==> config.mk <==
export PLATFORM = sky130hd
export DESIGN_NAME = spi_cmd_shifter
export DESIGN_NICKNAME = d
export VERILOG_FILES = /design/src/rtl/spi_cmd_shifter.sv
export SDC_FILE = /design/constraint.sdc
export NUM_CORES = 1
export LEC_CHECK = 0
export BUFFER_PORTS_ARGS = -buffer_cell sky130_fd_sc_hd__buf_2
export CAP_MARGIN = 20
export CORE_ASPECT_RATIO = 1.5
export CORE_MARGIN = 5
export CORE_UTILIZATION = 50
export CTS_BUF_LIST = sky130_fd_sc_hd__clkbuf_8
export DETAILED_ROUTE_END_ITERATION = 16
export PLACE_DENSITY = 0.87
export SLEW_MARGIN = 20
export SYNTH_ARGS = -nofsm -noshare
export SYNTH_HDL_FRONTEND = slang
export SYNTH_SLANG_ARGS = --single-unit
==> constraint.sdc <==
create_clock -name clk -period 1.29 [get_ports clk]
set_clock_uncertainty 0.05 [all_clocks]
set_input_delay 0.1935 -clock clk [delete_from_list [all_inputs] [get_ports clk]]
set_output_delay 0.1935 -clock clk [all_outputs]
set_load 0.02 [all_outputs]
==> src/rtl/spi_cmd_shifter.sv <==
module spi_cmd_shifter #(
  parameter int ADDR_W = 7,
  parameter int DATA_W = 8
) (
  input  logic              clk,
  input  logic              rst_n,
  input  logic              spi_sclk,
  input  logic              spi_csn,
  input  logic              spi_din,
  output logic              spi_dout,
  output logic              bank_wr,
  output logic              bank_rd,
  output logic [ADDR_W-1:0] bank_addr,
  output logic [DATA_W-1:0] bank_wdata,
  input  logic [DATA_W-1:0] bank_rdata
);
  localparam int FRAME_W = 1 + ADDR_W + DATA_W;
  localparam int MSB     = FRAME_W - 1;

  logic               sclk_q, csn_q;
  logic [FRAME_W-1:0] sr, sr_ld;
  logic               cs_rise, cs_fall, sclk_rise, sclk_fall;

  assign cs_rise   =  spi_csn & ~csn_q;
  assign cs_fall   = ~spi_csn &  csn_q;
  assign sclk_rise = ~spi_csn &  spi_sclk & ~sclk_q;
  assign sclk_fall = ~spi_csn & ~spi_sclk &  sclk_q;

  // readback load is applied first, the shift rides on top of it
  assign sr_ld = bank_rd ? {sr[MSB:DATA_W], bank_rdata} : sr;

  always_ff @(posedge clk) begin
    if (!rst_n) begin
      sclk_q <= 1'b0;
      csn_q  <= 1'b1;
    end else begin
      sclk_q <= spi_sclk;
      csn_q  <= spi_csn;
    end
  end

  always_ff @(posedge clk) begin
    if (!rst_n)         sr <= '0;
    else if (sclk_rise) sr <= {sr_ld[MSB-1:0], spi_din};
    else                sr <= sr_ld;
  end

  always_ff @(posedge clk) begin
    if (!rst_n)                   spi_dout <= 1'b0;
    else if (cs_fall | sclk_fall) spi_dout <= sr[MSB];
  end

  always_ff @(posedge clk) begin
    if (!rst_n) begin
      bank_wr    <= 1'b0;
      bank_rd    <= 1'b0;
      bank_addr  <= '0;
      bank_wdata <= '0;
    end else begin
      bank_wr <= cs_rise & ~sr[MSB];
      bank_rd <= cs_rise &  sr[MSB];
      if (cs_rise) begin
        bank_addr  <= sr[MSB-1:DATA_W];
        bank_wdata <= sr[DATA_W-1:0];
      end
    end
  end

  a_r1_write_fields: assert property (@(posedge clk) disable iff (!rst_n)
    bank_wr |-> (bank_wdata == $past(sr[DATA_W-1:0]) && bank_addr == $past(sr[MSB-1:DATA_W])));

  a_r1_strobe_after_cs: assert property (@(posedge clk) disable iff (!rst_n)
    (bank_wr || bank_rd) |-> $past(cs_rise));

  a_r2_hold_deselected: assert property (@(posedge clk) disable iff (!rst_n)
    ($past(spi_csn) && !$past(bank_rd)) |-> $stable(sr));

  a_r3_read_load: assert property (@(posedge clk) disable iff (!rst_n)
    ($past(bank_rd) && !$past(sclk_rise)) |-> sr[DATA_W-1:0] == $past(bank_rdata));

  a_r4_dout_edges: assert property (@(posedge clk) disable iff (!rst_n)
    (!$past(sclk_fall) && !$past(cs_fall)) |-> $stable(spi_dout));

  a_r6_onehot: assert property (@(posedge clk) disable iff (!rst_n)
    $onehot0({bank_wr, bank_rd}));

  a_r6_one_cycle: assert property (@(posedge clk) disable iff (!rst_n)
    (bank_wr || bank_rd) |=> !(bank_wr || bank_rd));

  a_r8_collision: assert property (@(posedge clk) disable iff (!rst_n)
    ($past(bank_rd) && $past(sclk_rise)) |-> sr[DATA_W:1] == $past(bank_rdata));

  a_r9_driven: assert property (@(posedge clk) disable iff (!rst_n)
    !$isunknown(spi_dout));
endmodule

==> results of run 1 <==
-- state kept, by name (all words and copies together), names as in the netlist --
register    cells
bank_addr       7
bank_rd         1
bank_wdata      8
bank_wr         1
csn_q           1
sclk_q          1
spi_dout        1
sr             16
-- where the power goes --
| group | switching (mW) | leakage (nW) | internal [mW] |
|---|---|---|---|
| Sequential | 0.0139 | 0.292 | 1.14 |
| Combinational | 0.0815 | 0.422 | 0.0712 |
| Clock | 0.358 | 0.0503 | 0.475 |
| Total | 0.454 | 0.764 | 1.68 |
-- logic make-up after synthesis --
| family | Yosys count | share of synthesized area |
|---|---|---|
| compound gates | 25 | 0.136 |
| buf+inv | 11 | 0.0478 |
| mux | 9 | 0.0637 |
| simple gates | 79 | 0.242 |
| flops | 36 | 0.510 |
-- metal layers --
layer / vias up / global-route usage
met5: - / 0
met3: 9 / 0.0475
met4: 0 / 0.105
met1: 536 / 0.172
met2: 27 / 0.291
li1: 587 / -
-- how the worst max path moves through the flow --
stage	from	slack, ns	endpoint	cells after the start
after floorplan	sclk_q$_SDFF_PN0_	0.003	sr[0]$_SDFF_PN0_	4
after global placement	sclk_q$_SDFF_PN0_	0.10	sr[1]$_SDFF_PN0_	4
after detailed placement	spi_csn	0.06	sr[0]$_SDFF_PN0_	5
after CTS	sclk_q$_SDFF_PN0_	0.04	sr[0]$_SDFF_PN0_	4
after global routing	sclk_q$_SDFF_PN0_	0.006	sr[11]$_SDFFE_PN0P_	4
final	sclk_q$_SDFF_PN0_	0.08	sr[0]$_SDFF_PN0_	4
-- layout make-up --
class                           instances  share of cell area
Clock buffer                            7              0.0560
Timing Repair Buffer                   39               0.134
Multi-Input combinational cell        113               0.365
Tap cell                               37              0.0269
Sequential cell                        36               0.419
-- worst max-delay path, stage by stage (launching register included) --
cell     delay [ns]
dfxtp_1        0.32
or3b_4         0.41
buf_4          0.17
nand2_1        0.06
o211a_1        0.15
-- cell usage in the layout (no fill, tap or decap) --
cell type	netlist	final
a21boi_0	19	19
and2_1	1	1
mux2i_1	9	9
dfxtp_1	36	36
nand2_1	63	63
clkbuf_8	0	7
buf_2	3	30
buf_4	2	8
buf_12	0	1
nor2b_1	2	2
nor3b_2	1	1
or3b_4	0	1
o211a_1	2	2
nand2b_1	2	2
o21bai_1	1	1
and3_1	8	8
nor2_1	1	1
a21boi_1	3	3
-- metrics by stage --
stage | std cells | power (mW) | util | instance area, µm²
floorplan | 160 | 1.28 | - | 1420
CTS | 232 | 2.17 | 0.636 | 1720
finish | 232 | 2.14 | 0.636 | 1720
global route | 232 | 2.23 | 0.636 | 1720
detailed placement | 225 | 1.33 | 0.600 | 1620
global placement | 225 | 1.32 | 0.600 | 1620
-- repair_timing --
action	4_1_cts	5_1_grt
gates resized for setup	0	1
setup endpoints to repair	0	11
endpoints found under the hold margin	0	0
==> results.ini, run 1 <==
[yosys]
ys.flop_type=dfxtp_1
ys_warn_count=0
synth_edf_count=0
syn-cell-area_um2=1410
synthTopCellsByCount=63 x nand2_1, 36 x dfxtp_1, 19 x a21boi_0
syn_inst=160
async_flop_share=0
ys_types=18
syn_nets=173
yosysTopAreaCellShare=0.510
ys_seq_elements=36
synth_area_leaders=dfxtp_1 51%, nand2_1 17%, a21boi_0 10%
yosysMostFrequentCell=nand2_1
yosysTopAreaCell=dfxtp_1
avgSynthCellArea_um2=8.84
synth-seq-area-share=0.510

[worst_hold_path]
min_path_type=primary input to flip-flop
min_path_cells=2
whs_endpoint=sclk_q$_SDFF_PN0_
min-delay-start=spi_sclk

[sta]
fin_ws_ns=0.0760
finalCritPeriodShare=0.941
hold_viol=0
slew_headroom=0.661
holdWs_ns=0.106
setup_tns_ns=0
fin_crit_ns=1.21
rsz0062_at_grt=false
clock.fmax_mhz=824
setup_viol=0
maxSlewViolCount=0
worst_pin_slew_ns=0.508

[detailed_routing]
wl_per_cell_um=12.2
route.met3.wl_um=163
drtAntennaViolNets=0
dr_wl_met2_um=1500
wirelength_um=2840
drt_pass1_iterations=4
top_layer=met4
drt_iter0_drc=12
drc=0
num_vias=1159
vias_per_cell=5.00
m1WireLength_um=1090

[critical_path]
reg2regPathDepth=4
regToRegSetupSlack_ns=0.08
r2r-start=sclk_q$_SDFF_PN0_
crit_type=flip-flop to flip-flop
endpoint_kind=flip-flop
cp-start-kind=flip-flop
worstReg2RegEnd=sr[0]$_SDFF_PN0_
cp_data_arrival_time_ns=1.39
critical_path_required_ns=1.46
critical_path.max_fanout=8

[clock_tree]
postCtsHoldBufs=0
clk_latency_ns=0.28
htree_levels=2
cts_sinks=36
postCtsSetupBuffers=0
cts_max_path_buffers=2
tritoncts=done
path_clk_slew_ns=0.06
numCtsBuffers=5
cts_root_buf=clkbuf_8

[place]
place_congestion=0.773
hpwl_um=2160
pre_cts_slack_ns=0.0625
io_buffers=30

[final_layout]
fin_nets=208
drive_gt1_frac=0.246
diodes=0
multi_input_area_um2=628
regArea_um2=721
syn2layout_area_growth_pct=21.8
nFillCells=241

[floorplan]
dieWidth_um=53.4
num_rows=23
core_region_area_um2=2710
fp.dieH_um=75.1
initial_core_util=0.523
die_area_um2=4010
boundaryPins=31

[power]
power_density_nw_per_um2=1240
power.leakage_nw=0.764
irDropWorstVdd_mv=0.852

[status]
status=completed

[global_route]
grt.overflow.total=0
grt_pass1_wl_um=4860
grt_max_degree=38
grt.total_usage=0.167
antenna_found_initial=0
grt_pass1_vias=1142

[flow_run]
cap_violations=0

Note: power is estimated with default switching activity, not from simulation.
==> run 2, diff against run 1 <==
- CORE_UTILIZATION: 50 -> 47
- CTS_BUF_LIST: sky130_fd_sc_hd__clkbuf_8 -> unset
- PLACE_DENSITY: 0.87 -> 0.83
==> run 2 against run 1 <==
Global-route usage decreased by 1.3 points. Highest routed layer unchanged. Register-to-register slack about the same. Largest power group is now the clock network. Routed wire length decreased by 2.5%.
==> results.ini, run 2 (synthesis gave the netlist of run 1 again) <==
[power]
power_density_nw_per_um2=1480  ; +19%
irDropWorstVdd_mv=1.64  ; +92%
power.leakage_nw=0.800  ; +4.7%
total_power_mw=2.68  ; +25%

[final_layout]
regArea_um2=721  ; unchanged
nFillCells=278  ; +15%
diodes=0  ; unchanged
syn2layout_area_growth_pct=28.1
largest_register_ffs=16  ; unchanged
fin_nets=208  ; unchanged
max_flop_register=sr
multi_input_area_um2=628  ; unchanged
finalInstanceArea_um2=1810  ; +5.2%
final_common_cell=nand2_1
largestRegisters=sr (16), bank_wdata (8), bank_addr (7)
drive_gt1_frac=0.250  ; +0.00385
mostFrequentLayoutCells=63 x nand2_1, 36 x dfxtp_1, 30 x buf_2

[global_route]
grt.total_usage=0.154  ; -0.0132
antenna_found_initial=0  ; unchanged
grt_max_degree=38  ; unchanged
grt_pass1_wl_um=4690  ; -3.5%
grt.overflow.total=0  ; unchanged
grt_pass1_vias=1047  ; -8.3%

[clock_tree]
numCtsBuffers=5  ; unchanged
postCtsSetupBuffers=0  ; unchanged
cts_max_path_buffers=2  ; unchanged
cts_root_buf=clkbuf_8
tritoncts=done
path_clk_slew_ns=0.07  ; about the same
htree_levels=2  ; unchanged
cts_sinks=36  ; unchanged
clk_latency_ns=0.29  ; about the same

[sta]
fin_ws_ns=0.0739  ; -0.00215 ns
maxSlewViolCount=0  ; unchanged
hold_viol=0  ; unchanged
fin_crit_ns=1.22  ; +0.00215 ns
setup_tns_ns=0  ; unchanged
finalCritPeriodShare=0.943  ; +0.00167
worst_pin_slew_ns=0.199  ; -0.309 ns
setup_viol=0  ; unchanged
rsz0062_at_grt=false
slew_headroom=0.864  ; +0.202
clock.fmax_mhz=822  ; -0.18%

[critical_path]
r2r-start=sclk_q$_SDFF_PN0_
reg2regPathDepth=4  ; unchanged
critical_path.max_fanout=7  ; -1
endpoint_kind=flip-flop
regToRegSetupSlack_ns=0.07  ; about the same
worstReg2RegEnd=sr[1]$_SDFF_PN0_
cp_data_arrival_time_ns=1.40  ; about the same
crit_type=flip-flop to flip-flop
cp-start-kind=flip-flop
critical_path_required_ns=1.47  ; about the same

[place]
io_buffers=30  ; unchanged
hpwl_um=1920  ; -11%
place_area_um2=1650  ; +1.7%
pre_cts_slack_ns=0.0582  ; -0.00428 ns
place_congestion=0.752  ; -2.8%

[detailed_routing]
num_vias=1143  ; -1.4%
drt_pass1_iterations=4  ; unchanged
drtAntennaViolNets=0  ; unchanged
wirelength_um=2770  ; -2.5%
wl_per_cell_um=11.8  ; -3.8%
drt_iter0_drc=29  ; +17
vias_per_cell=4.86  ; -2.6%
drc=0  ; unchanged

[floorplan]
die_area_um2=4230  ; +5.3%
dieWidth_um=54.8  ; +2.5%
num_rows=24  ; +4.3%
boundaryPins=31  ; unchanged
fp.dieH_um=77.2  ; +2.7%
initial_core_util=0.485  ; -0.0373
core_region_area_um2=2910  ; +7.7%

[flow_run]
cap_violations=0  ; unchanged

[worst_hold_path]
min_path_cells=2  ; unchanged
whs_endpoint=sr[0]$_SDFF_PN0_
min-delay-start=spi_din
min_path_type=primary input to flip-flop

[status]
status=completed

-- run 2: cell types whose count changed in the layout (fill, tap and decap cells not counted) --
| cell | previous run | this run |
|---|---|---|
| bufinv_16 | 0 | 3 |
| buf_12 | 1 | 3 |
| buf_4 | 8 | 6 |
| clkbuf_8 | 7 | 5 |
| a21boi_0 | 19 | 18 |
| a21boi_1 | 3 | 4 |
-- run 2: worst max-delay path, cell delays in order, from the launching register on --
cell and delay [ns]:
dfxtp_1 0.33, or3b_4 0.41, buf_4 0.17, nand2_1 0.05
and3_1 0.15
-- run 2: cell type report --
class                   instances  area share
well taps                      39      0.0269
multi-input cells             113       0.347
clock inverters                 3      0.0497
clock buffers                   5      0.0380
repair buffers                 39       0.141
flip-flops and latches         36       0.398
-- run 2: worst max-delay path by stage --
stage / endpoint / slack (ns) / from
after floorplan: sr[0]$_SDFF_PN0_ / 0.003 / sclk_q$_SDFF_PN0_
after global placement: sr[7]$_SDFF_PN0_ / 0.10 / spi_csn
after detailed placement: sr[9]$_SDFFE_PN0P_ / 0.06 / spi_csn
after CTS: sr[9]$_SDFFE_PN0P_ / 0.05 / sclk_q$_SDFF_PN0_
after global routing: sr[14]$_SDFFE_PN0P_ / 0.01 / sclk_q$_SDFF_PN0_
final: sr[1]$_SDFF_PN0_ / 0.07 / sclk_q$_SDFF_PN0_
-- run 2: where the power goes --
group	internal (mW)	leakage [nW]	switching, mW
clock	0.967	0.0784	0.399
sequential	1.14	0.292	0.0132
combinational	0.0786	0.430	0.0820
total	2.18	0.800	0.494
-- run 2: what timing repair did --
item / CTS / global route
resized for setup: 0 / 2
hold buffers: 0 / 0
setup endpoints to repair: 0 / 1
-- run 2: stage by stage --
step                 util  instances  hold slack, ns
finish              0.622        235          0.0979
global route        0.622        235          0.0824
CTS                 0.621        235          0.0915
detailed placement  0.567        227           0.390
global placement    0.567        227           0.383
floorplan               -        160           0.245
-- run 2: routing by layer --
layer,track usage,up-vias,wire length [µm]
met5,0,-,0
met2,0.232,25,1380
met4,0.0748,0,71
met1,0.183,524,1140
met3,0.0620,8,177
li1,-,586,-
==> run 3, diff against run 2 <==
- CELL_PAD_IN_SITES_DETAIL_PLACEMENT: unset -> 1
- CELL_PAD_IN_SITES_GLOBAL_PLACEMENT: unset -> 1
- CORE_UTILIZATION: 47 -> 35
==> run 3 against run 2 <==
Global-route usage is 1.2 points lower. First-iteration DRC count is 52% lower. Utilization is 18 points lower. Design area is 4.3% lower. Critical path depth unchanged. Sequential share of layout area increased by 1.9 points. Total power is 24% lower. Via count rose by 1.0%. Critical path type unchanged. Largest power group is now registers.
==> results.ini, run 3 (synthesis gave the netlist of run 1 again) <==
[status]
status=completed

[final_layout]
largestRegisters=sr (16), bank_wdata (8), bank_addr (7)
regArea_um2=722  ; +0.17%
largest_register_ffs=16  ; unchanged
max_flop_register=sr
multi_input_area_um2=628  ; unchanged
drive_gt1_frac=0.244  ; -0.00648
final_common_cell=nand2_1
syn2layout_area_growth_pct=22.7
nFillCells=480  ; +73%
mostFrequentLayoutCells=63 x nand2_1, 35 x dfxtp_1, 30 x buf_2
fin_nets=208  ; unchanged
diodes=0  ; unchanged

[power]
power.leakage_nw=0.759  ; -5.1%
irDropWorstVdd_mv=0.880  ; -46%
power_density_nw_per_um2=1170  ; -21%

[clock_tree]
postCtsHoldBufs=0  ; unchanged
htree_levels=2  ; unchanged
cts_max_path_buffers=2  ; unchanged
cts_sinks=36  ; unchanged
numCtsBuffers=5  ; unchanged
path_clk_slew_ns=0.06  ; about the same
cts_root_buf=clkbuf_8
clk_latency_ns=0.28  ; about the same
tritoncts=done

[place]
pre_cts_slack_ns=0.0331  ; -0.0251 ns
place_congestion=0.710  ; -5.6%
hpwl_um=2400  ; +25%
io_buffers=30  ; unchanged

[critical_path]
cp-start-kind=flip-flop
cp_data_arrival_time_ns=1.40  ; about the same
crit_family=simple AND/OR/NAND/NOR gates
critical_path.max_fanout=7  ; unchanged
endpoint_kind=flip-flop
cp_num_buf_inv=1  ; unchanged
crit_type=flip-flop to flip-flop
critical_path_required_ns=1.47  ; about the same
slowest_delay_ns=0.41  ; about the same
crit_chain=or3b_4 -> buf_4 -> nand2_1 -> and3_1
cp_slowest_cell=or3b_4

[detailed_routing]
drc=0  ; unchanged
drtAntennaViolNets=0  ; unchanged
vias_per_cell=4.85  ; -0.22%
drt_iter0_drc=14  ; -52%
drt_pass1_iterations=3  ; -1
wirelength_um=3300  ; +19%
num_vias=1155  ; +1.0%
wl_per_cell_um=13.9  ; +18%

[global_route]
grt_pass1_vias=1232  ; +18%
grt_max_degree=38  ; unchanged
grt_pass1_wl_um=5500  ; +17%
grt.total_usage=0.142  ; -0.0118
grt.overflow.total=0  ; unchanged
antenna_found_initial=0  ; unchanged

[sta]
worst_pin_slew_ns=0.255  ; +0.0560 ns
setup_viol=0  ; unchanged
finalCritPeriodShare=0.949  ; +0.00647
hold_viol=0  ; unchanged
fin_ws_ns=0.0655  ; -0.00834 ns
slew_headroom=0.825  ; -0.0384
clock.fmax_mhz=817  ; -0.68%
setup_tns_ns=0  ; unchanged
maxSlewViolCount=0  ; unchanged
rsz0062_at_grt=false
fin_crit_ns=1.22  ; +0.00834 ns

[floorplan]
die_area_um2=5440  ; +29%
fp.dieH_um=87.8  ; +14%
dieWidth_um=61.9  ; +13%
boundaryPins=31  ; unchanged
num_rows=28  ; +17%
initial_core_util=0.360  ; -0.125
core_region_area_um2=3920  ; +35%

[worst_hold_path]
min_path_type=primary input to flip-flop

[flow_run]
cap_violations=0  ; unchanged

-- run 3: cell types whose count changed in the layout (fill, tap and decap cells not counted) --
cell | before | now
a21boi_0 | 18 | 19
a21boi_1 | 4 | 3
buf_4 | 6 | 5
buf_6 | 0 | 1
bufinv_16 | 3 | 0
dfxtp_1 | 36 | 35
dfxtp_2 | 0 | 1
-- run 3: cell type report --
cell class,instances,area share
clock buffers,5,0.0397
multi-input cells,113,0.362
flip-flops and latches,36,0.416
well taps,45,0.0325
repair buffers,39,0.149
-- run 3: routing by layer --
metal / global-route usage / wire (µm) / vias to the layer above
met3: 0.0428 / 151 / 9
met2: 0.249 / 1760 / 23
li1: - / - / 584
met5: 0 / 0 / -
met1: 0.143 / 1290 / 539
met4: 0.0830 / 103 / 0
-- run 3: metrics by stage --
| stage | hold WS (ns) | instance area [µm²] | utilization | instances | total power [mW] |
|---|---|---|---|---|---|
| 2_1_floorplan | 0.245 | 1420 | - | 160 | 1.28 |
| 3_3_place_gp | 0.382 | 1660 | 0.423 | 233 | 1.34 |
| 3_5_place_dp | 0.389 | 1660 | 0.423 | 233 | 1.34 |
| 4_1_cts | 0.0906 | 1730 | 0.440 | 238 | 2.06 |
| 5_1_grt | 0.101 | 1730 | 0.442 | 238 | 2.13 |
| 6_report | 0.100 | 1730 | 0.442 | 238 | 2.02 |
-- run 3: report_power, final --
group	switching [mW]	total, mW	internal [mW]	leakage [nW]
clock network	0.355	0.702	0.347	0.0359
logic	0.0872	0.167	0.0801	0.431
registers	0.0151	1.15	1.14	0.292
-- run 3: path summary, 6_finish.rpt --
path / start / endpoint / slack (ns) / depth (start not counted)
max: sclk_q$_SDFF_PN0_ / sr[6]$_SDFF_PN0_ / 0.07 / 4
min: spi_sclk / sclk_q$_SDFF_PN0_ / 0.1 / 2
min reg2reg: bank_addr[1]$_SDFFE_PN0P_ / bank_addr[1]$_SDFFE_PN0P_ / 0.41 / 2
max reg2reg: sclk_q$_SDFF_PN0_ / sr[6]$_SDFF_PN0_ / 0.07 / 4
-- run 3: worst register-to-register path, cell delays in order, from the launching register on --
cell	delay, ns
dfxtp_2	0.33
or3b_4	0.41
buf_4	0.17
nand2_1	0.06
and3_1	0.15
-- run 3: repair_timing --
item	CTS	global route
endpoints found under the setup margin	0	10
resized for setup	0	3
buffers inserted	0	0
